--- src/rtl/rxq_pkg.sv ---
package rxq_pkg;
    localparam int CNT_W = 11;

    typedef struct packed {
        logic             done;
        logic [3:0]       code;
        logic [CNT_W-1:0] cnt;
    } rxq_desc_t;

    localparam logic [3:0]  CODE_OVERSIZE = 4'b1001;
    localparam logic [15:0] WORD_EMPTY    = 16'h8000;
endpackage

--- src/rtl/rxq_fifo.sv ---
module rxq_fifo
    import rxq_pkg::*;
#(
    parameter int DEPTH = 8
) (
    input  logic                         clk,
    input  logic                         rst_n,
    input  logic                         flush,
    input  logic                         alloc,
    input  logic                         upd,
    input  rxq_desc_t                    upd_desc,
    input  logic                         pop,
    output rxq_desc_t                    head_desc,
    output logic                         head_valid,
    output logic [$clog2(DEPTH+1)-1:0]   occ,
    output logic                         full
);
    localparam int PW = (DEPTH > 1) ? $clog2(DEPTH) : 1;
    localparam int OW = $clog2(DEPTH+1);

    typedef struct packed {
        rxq_desc_t [DEPTH-1:0] mem;
        logic [PW-1:0]         wp;
        logic [PW-1:0]         rp;
        logic [PW-1:0]         tail;
        logic [OW-1:0]         occ;
    } fifo_st_t;

    fifo_st_t st_d, st_q;

    function automatic logic [PW-1:0] wrap_inc(input logic [PW-1:0] p);
        return (p == PW'(DEPTH-1)) ? '0 : p + 1'b1;
    endfunction

    always_comb begin
        st_d = st_q;
        if (flush) begin
            st_d.wp  = '0;
            st_d.rp  = '0;
            st_d.occ = '0;
        end else begin
            if (upd)
                st_d.mem[st_q.tail] = upd_desc;
            if (pop && st_q.occ != '0) begin
                st_d.rp  = wrap_inc(st_q.rp);
                st_d.occ = st_d.occ - 1'b1;
            end
            if (alloc && st_q.occ != OW'(DEPTH)) begin
                st_d.mem[st_q.wp] = '0;
                st_d.tail         = st_q.wp;
                st_d.wp           = wrap_inc(st_q.wp);
                st_d.occ          = st_d.occ + 1'b1;
            end
        end
    end

    always_ff @(posedge clk or negedge rst_n) begin
        if (!rst_n) st_q <= '0;
        else        st_q <= st_d;
    end

    assign head_desc  = st_q.mem[st_q.rp];
    assign head_valid = (st_q.occ != '0);
    assign occ        = st_q.occ;
    assign full       = (st_q.occ == OW'(DEPTH));
endmodule

--- src/rtl/rxq_read_tracker.sv ---
module rxq_read_tracker
    import rxq_pkg::*;
(
    input  logic             clk,
    input  logic             rst_n,
    input  logic             clear,
    input  logic             rd,
    input  logic             pop,
    input  logic             head_valid,
    input  logic [CNT_W-1:0] head_cnt,
    output logic             underrun
);
    typedef struct packed {
        logic [CNT_W-1:0] off;
        logic             und;
    } trk_st_t;

    trk_st_t st_d, st_q;
    logic    past_end;

    always_comb begin
        st_d     = st_q;
        past_end = !head_valid || (st_q.off >= head_cnt);
        if (clear) begin
            st_d = '0;
        end else begin
            if (pop)
                st_d.off = '0;
            else if (rd && !past_end)
                st_d.off = st_q.off + 1'b1;
            if (rd && past_end)
                st_d.und = 1'b1;
        end
    end

    always_ff @(posedge clk or negedge rst_n) begin
        if (!rst_n) st_q <= '0;
        else        st_q <= st_d;
    end

    assign underrun = st_q.und;
endmodule

--- src/rtl/rx_status_queue.sv ---
module rx_status_queue
    import rxq_pkg::*;
#(
    parameter int DEPTH     = 8,
    parameter int MAX_BYTES = 1514
) (
    input  logic        clk,
    input  logic        rst_n,
    input  logic        pkt_start,
    input  logic        byte_rx,
    input  logic        pkt_end,
    input  logic [3:0]  end_code,
    input  logic        rd_strobe,
    input  logic        discard_top,
    input  logic        rx_reset,
    output logic [15:0] status_word,
    output logic        rx_complete,
    output logic        status_overrun,
    output logic        rx_underrun,
    output logic        receiving
);
    localparam int OW = $clog2(DEPTH+1);
    localparam logic [CNT_W-1:0] CNT_MAX = CNT_W'(MAX_BYTES);

    typedef struct packed {
        logic             rcv;
        logic [CNT_W-1:0] cnt;
        logic             ovs;
        logic             rxc;
    } ctl_st_t;

    ctl_st_t   st_d, st_q;
    rxq_desc_t head_desc, upd_desc;
    logic      head_valid, full, upd, accept, pop, drop_cur;
    logic [OW-1:0] occ;

    assign accept   = pkt_start && !st_q.rcv && !full && !rx_reset;
    assign pop      = discard_top && head_valid && !rx_reset;
    assign drop_cur = pop && st_q.rcv && (occ == OW'(1));

    always_comb begin
        st_d     = st_q;
        st_d.rxc = 1'b0;
        upd      = 1'b0;
        upd_desc = '0;
        if (rx_reset) begin
            st_d = '0;
        end else if (accept) begin
            st_d.rcv = 1'b1;
            st_d.cnt = '0;
            st_d.ovs = 1'b0;
        end else if (drop_cur) begin
            st_d.rcv = 1'b0;
        end else if (st_q.rcv) begin
            if (byte_rx) begin
                if (st_q.cnt == CNT_MAX) st_d.ovs = 1'b1;
                else                     st_d.cnt = st_q.cnt + 1'b1;
            end
            upd_desc.cnt = st_d.cnt;
            if (pkt_end) begin
                st_d.rcv      = 1'b0;
                st_d.rxc      = 1'b1;
                upd_desc.done = 1'b1;
                upd_desc.code = st_d.ovs ? CODE_OVERSIZE : end_code;
            end
            upd = byte_rx || pkt_end;
        end
    end

    always_ff @(posedge clk or negedge rst_n) begin
        if (!rst_n) st_q <= '0;
        else        st_q <= st_d;
    end

    rxq_fifo #(.DEPTH(DEPTH)) u_fifo (
        .clk        (clk),
        .rst_n      (rst_n),
        .flush      (rx_reset),
        .alloc      (accept),
        .upd        (upd),
        .upd_desc   (upd_desc),
        .pop        (pop),
        .head_desc  (head_desc),
        .head_valid (head_valid),
        .occ        (occ),
        .full       (full)
    );

    rxq_read_tracker u_trk (
        .clk        (clk),
        .rst_n      (rst_n),
        .clear      (rx_reset),
        .rd         (rd_strobe),
        .pop        (pop),
        .head_valid (head_valid),
        .head_cnt   (head_desc.cnt),
        .underrun   (rx_underrun)
    );

    always_comb begin
        if (!head_valid)
            status_word = WORD_EMPTY;
        else if (head_desc.done)
            status_word = {1'b0, head_desc.code, head_desc.cnt};
        else
            status_word = {1'b1, 4'b0000, head_desc.cnt};
    end

    assign rx_complete    = st_q.rxc;
    assign status_overrun = full;
    assign receiving      = st_q.rcv;
endmodule

--- config.mk ---
export PLATFORM = sky130hd
export DESIGN_NAME = rx_status_queue
export DESIGN_NICKNAME = d
export VERILOG_FILES = /design/src/rtl/rxq_pkg.sv /design/src/rtl/rxq_fifo.sv /design/src/rtl/rxq_read_tracker.sv /design/src/rtl/rx_status_queue.sv
export SDC_FILE = /design/constraint.sdc
export NUM_CORES = 1
export LEC_CHECK = 0
export BUFFER_PORTS_ARGS = -buffer_cell sky130_fd_sc_hd__clkbuf_2
export CORE_MARGIN = 1.5
export CORE_UTILIZATION = 50
export DETAILED_ROUTE_END_ITERATION = 6
export PLACE_DENSITY = 0.67
export SLEW_MARGIN = 10
export SYNTH_ARGS = -nofsm -noshare
export SYNTH_HDL_FRONTEND = slang
export SYNTH_SLANG_ARGS = --single-unit
--- constraint.sdc ---
create_clock -name clk -period 7 [get_ports clk]
set_clock_uncertainty 0.1 [all_clocks]
set_input_delay 1.4 -clock clk [delete_from_list [all_inputs] [get_ports clk]]
set_output_delay 1.4 -clock clk [all_outputs]
set_load 0.1 [all_outputs]
==> results.txt <==
Port buffering added 31 buffers. In the final design database the tool counted 747 nets. For this design, the slowest cell found on the critical path is sky130_fd_sc_hd__dfrtp_2.

The number of register bits inferred by synthesis works out to 167. The total grt overflow came out at 0. The floorplan step defined a die boundary enclosing 17080 um2. The routed design could run at a clock period as short as 4.504 ns.

The Yosys step of the flow raised 0 warnings. Count of vias placed by the detailed router: 6051. The core region is 15890 um2. The count of cells in the finished layout, fillers not included, comes to 943.

Wires add up to 20.85 mm. Dividing the detail-routed wire length by the instance count gives 22.11 um. The run gives 4 as the total number of H-tree levels. Setup violations remaining at the end of the flow were counted as 0. For the pin with the worst max-slew slack, the measured transition is 1.088 ns.

The worst-case IR drop observed on VDD is 0.2177 mV. In this run the deepest clock path goes through 2 buffers. The largest single stage delay on the critical path is 0.69 ns. The worst setup path is launched from a flop.

The first routing iteration left 521 violations. Data arrival at the endpoint of the critical path: 3.00 ns. The biggest fanout along the worst timing path was 20; the post-placement worst setup slack was 2.870 ns. In this run the static leakage power is 0.004048 uW. The number of antenna violations at the first check in global routing was 0. The number of placed instances, taps included, is 911. Clock-pin slew was measured on the worst setup and hold paths at 0.07 ns.

Family of cells with the greatest summed delay on the critical path: multiplexers. The tools report the number of max-cap violations as 0. The kind of critical path was reg -> out. The tightest min-delay check is of the reg -> reg type.

For this design the ratio of total power to cell area is 273.5 nW/um2. The CTS root buffer was sky130_fd_sc_hd__clkbuf_16. The number of nets with antenna violations after routing came out at 0. The fill cell total of the finished layout was 1350; the number of nets in the synthesized netlist was 737. For this design, the sink count on the clock tree is 167. Setup repair after global routing left no endpoint under its margin. The first global-routing pass estimated 33.53 mm of wire. The worst setup path is captured at an output port. The run gives 0 ns as the sum of negative setup slack. The final routed DRC violation total came out at 0.

For the register-to-register setup slack, the log shows 2.81 ns. Summing all multi-input logic gate instances after layout gives 3722 um2. The number of global-route vias before repair is 6092. The top cell types in the final layout, fill and taps aside, are sky130_fd_sc_hd__dfrtp_1, sky130_fd_sc_hd__a22o_1, sky130_fd_sc_hd__nand2_1. In the finished design, the share of the clock period the worst path needs comes to 64.34%.

The most used flip-flop cell after synthesis was sky130_fd_sc_hd__dfrtp_1. Measured along the y axis, the die boundary spans 130.7 um. The tools report the post-CTS resize count as 0. Hold timing on the final database bottoms out at a slack of 0.3808 ns. The average cell area after synthesis is 11.58 um2, and the number of antenna cells inserted is 0. Detailed placement finished with a half-perimeter wire length of 13.60 mm.

The buffers plus inverters on the worst setup path is 2. The synthesized netlist contains 57 unique library cells. For the I/O pin count, the log shows 32. The logs give 99 for the maximum number of pins on one net before global-route repair and 27.49% for the normalized max-slew margin. Measured along the x axis, the die boundary spans 130.7 um.

The quantity of hold-fixing buffers added after cts is 0, and the proportion of layout cells with a drive suffix above 1 is 16.23%. The instance count of the mapped netlist was 704; the area of the mapped netlist was 8152 um2. The synthesized design contains 0 enable-type register cells. TritonCTS built the clock tree.

STA puts the critical path data required time at 5.50 ns. TritonCTS created 17 clock buffers. Traced cell by cell, the critical path runs through buf_4, mux4_2, mux2i_1, nor2_1, clkbuf_2.

For this run, the detailed router's first-pass iteration total came to 6. The effective utilization at floorplan is 51.32%, and the placer congestion estimate is 0.8181. The tools report the timing-limited maximum frequency as 222.0 MHz. The clock reaches the later pin of the worst-skew pair after 0.44 ns. The floorplan has 46 rows.

The post-synthesis to final-layout area growth works out to 10.42%. The proportion of synthesized flip-flops having asynchronous set or reset works out to 100.0%. The final-report hold violation count came out at 0. Using the TritonRoute via totals, the vias-per-cell ratio works out to 6.417. Leaving out fill and tap cells, the most frequent cell in the layout is sky130_fd_sc_hd__dfrtp_1. The run gives 0 as the number of buffers inserted by post-CTS setup repair. Setup slack of the critical path after layout: 2.496 ns. For this run, the register share of the synthesized area comes to 51.27%. The flow ran to the end, and the final reports show no timing, DRC or antenna violations.

The flip-flop and latch area came out at 4180 um2. The run gives 2462 uW as the overall power. The total count of max-transition violations in the final report came out at 0.

Across every metal layer, demand over resource in global routing totals 26.67%.
-- synthesized netlist by cell type, types with 2 or more instances --
library cell                instances  area share (%)
sky130_fd_sc_hd__a21o_1            14             1.3
sky130_fd_sc_hd__a21oi_1           26             1.6
sky130_fd_sc_hd__a21oi_4            2            0.40
sky130_fd_sc_hd__a22o_1            92             9.9
sky130_fd_sc_hd__and2_0             2            0.15
sky130_fd_sc_hd__and2_1             4            0.31
sky130_fd_sc_hd__and3_1             5            0.38
sky130_fd_sc_hd__and4_1             3            0.32
sky130_fd_sc_hd__buf_2             19             1.2
sky130_fd_sc_hd__buf_6              2            0.28
sky130_fd_sc_hd__clkbuf_1          22             1.0
sky130_fd_sc_hd__dfrtp_1          167              51
sky130_fd_sc_hd__ha_1              21             3.2
sky130_fd_sc_hd__inv_1              9            0.41
sky130_fd_sc_hd__mux2_2             5            0.69
sky130_fd_sc_hd__mux2i_1           14             1.7
sky130_fd_sc_hd__mux4_2            32             8.8
sky130_fd_sc_hd__nand2_1           79             3.6
sky130_fd_sc_hd__nand2b_1           5            0.38
sky130_fd_sc_hd__nand3_1           13            0.80
sky130_fd_sc_hd__nand4_1           11            0.84
sky130_fd_sc_hd__nor2_1            46             2.1
sky130_fd_sc_hd__nor2b_1            6            0.46
sky130_fd_sc_hd__nor3_1             9            0.55
sky130_fd_sc_hd__nor3b_1            2            0.18
sky130_fd_sc_hd__o2111ai_1          2            0.21
sky130_fd_sc_hd__o211ai_1           2            0.18
sky130_fd_sc_hd__o21ai_0           35             2.1
sky130_fd_sc_hd__o21ai_1            6            0.37
sky130_fd_sc_hd__or3_1              8            0.61
sky130_fd_sc_hd__xnor2_1           12             1.3
sky130_fd_sc_hd__xor2_1             4            0.43
-- stage by stage --
| step | cell area, um2 | util (%) |
|---|---|---|
| global route | 9001 | 56.66 |
| finish | 9001 | 56.66 |
| detailed placement | 8413 | 52.96 |
| global placement | 8413 | 52.96 |
| CTS | 9001 | 56.66 |
| floorplan | 8152 | - |
-- layout make-up --
cell class | instances | area share, %
multi-input combinational | 482 | 41.35
inverter | 9 | 0.3753
timing repair buffer | 37 | 2.294
clock buffer | 19 | 4.921
tap | 216 | 3.003
clock inverter | 13 | 1.612
sequential | 167 | 46.44
-- sequential cells by signal, summed over array words and instances, names as in the netlist --
signal / count
receiving: 1
st_q: 12
u_fifo.st_q: 137
u_trk.underrun: 1
rx_complete: 1
u_trk.st_q: 11
u_fifo.occ: 4
-- metal layers --
metal	up-vias	global-route usage [%]	wire, um
li1	2624	-	-
met1	3127	37.24	9157
met2	260	40.68	9689
met3	40	6.189	1475
met4	0	10.92	526
met5	-	0	0
-- path summary, 6_finish.rpt --
kind / startpoint / depth (start not counted) / to
worst max-delay path: u_fifo.st_q[7]$_DFFE_PN0P_ / 5 / status_word[6]
worst min-delay path: u_fifo.st_q[76]$_DFFE_PN0N_ / 2 / u_fifo.st_q[76]$_DFFE_PN0N_
worst max register to register: u_fifo.st_q[7]$_DFFE_PN0P_ / 10 / u_trk.st_q[6]$_DFFE_PN0P_
worst min register to register: u_fifo.st_q[76]$_DFFE_PN0N_ / 2 / u_fifo.st_q[76]$_DFFE_PN0N_
max in group asynchronous: rst_n / 2 / u_fifo.st_q[66]$_DFFE_PN0N_
min in group asynchronous: rst_n / 1 / u_fifo.st_q[107]$_DFFE_PN0N_
-- where the power goes --
part	leakage [uW]	switching, uW	internal [uW]
clock	0.000281	402	539
combinational	0.00144	314	155
sequential	0.00232	54.5	998
-- logic make-up after synthesis --
logic type,after synthesis,synth area share (%)
and+or+nand+nor,204,12.10
AOI/OAI and AO/OA,190,17.38
DFF,167,51.27
buffers and inverters,55,3.070
muxes,51,11.25
adders and majority gates,21,3.223
xor gates and xnor gates,16,1.719
-- worst register-to-register path: stages, from the launching register on --
cell                       delay (ns)
sky130_fd_sc_hd__dfrtp_2         0.69
sky130_fd_sc_hd__buf_4           0.48
sky130_fd_sc_hd__mux4_2          0.58
sky130_fd_sc_hd__mux2i_1         0.37
sky130_fd_sc_hd__ha_1            0.33
sky130_fd_sc_hd__a21oi_1         0.14
sky130_fd_sc_hd__o21ai_0         0.11
sky130_fd_sc_hd__a21oi_1         0.27
sky130_fd_sc_hd__o211ai_1        0.38
sky130_fd_sc_hd__or4_1           0.51
sky130_fd_sc_hd__a21oi_1         0.16
Power figures use the tool's default switching activity.
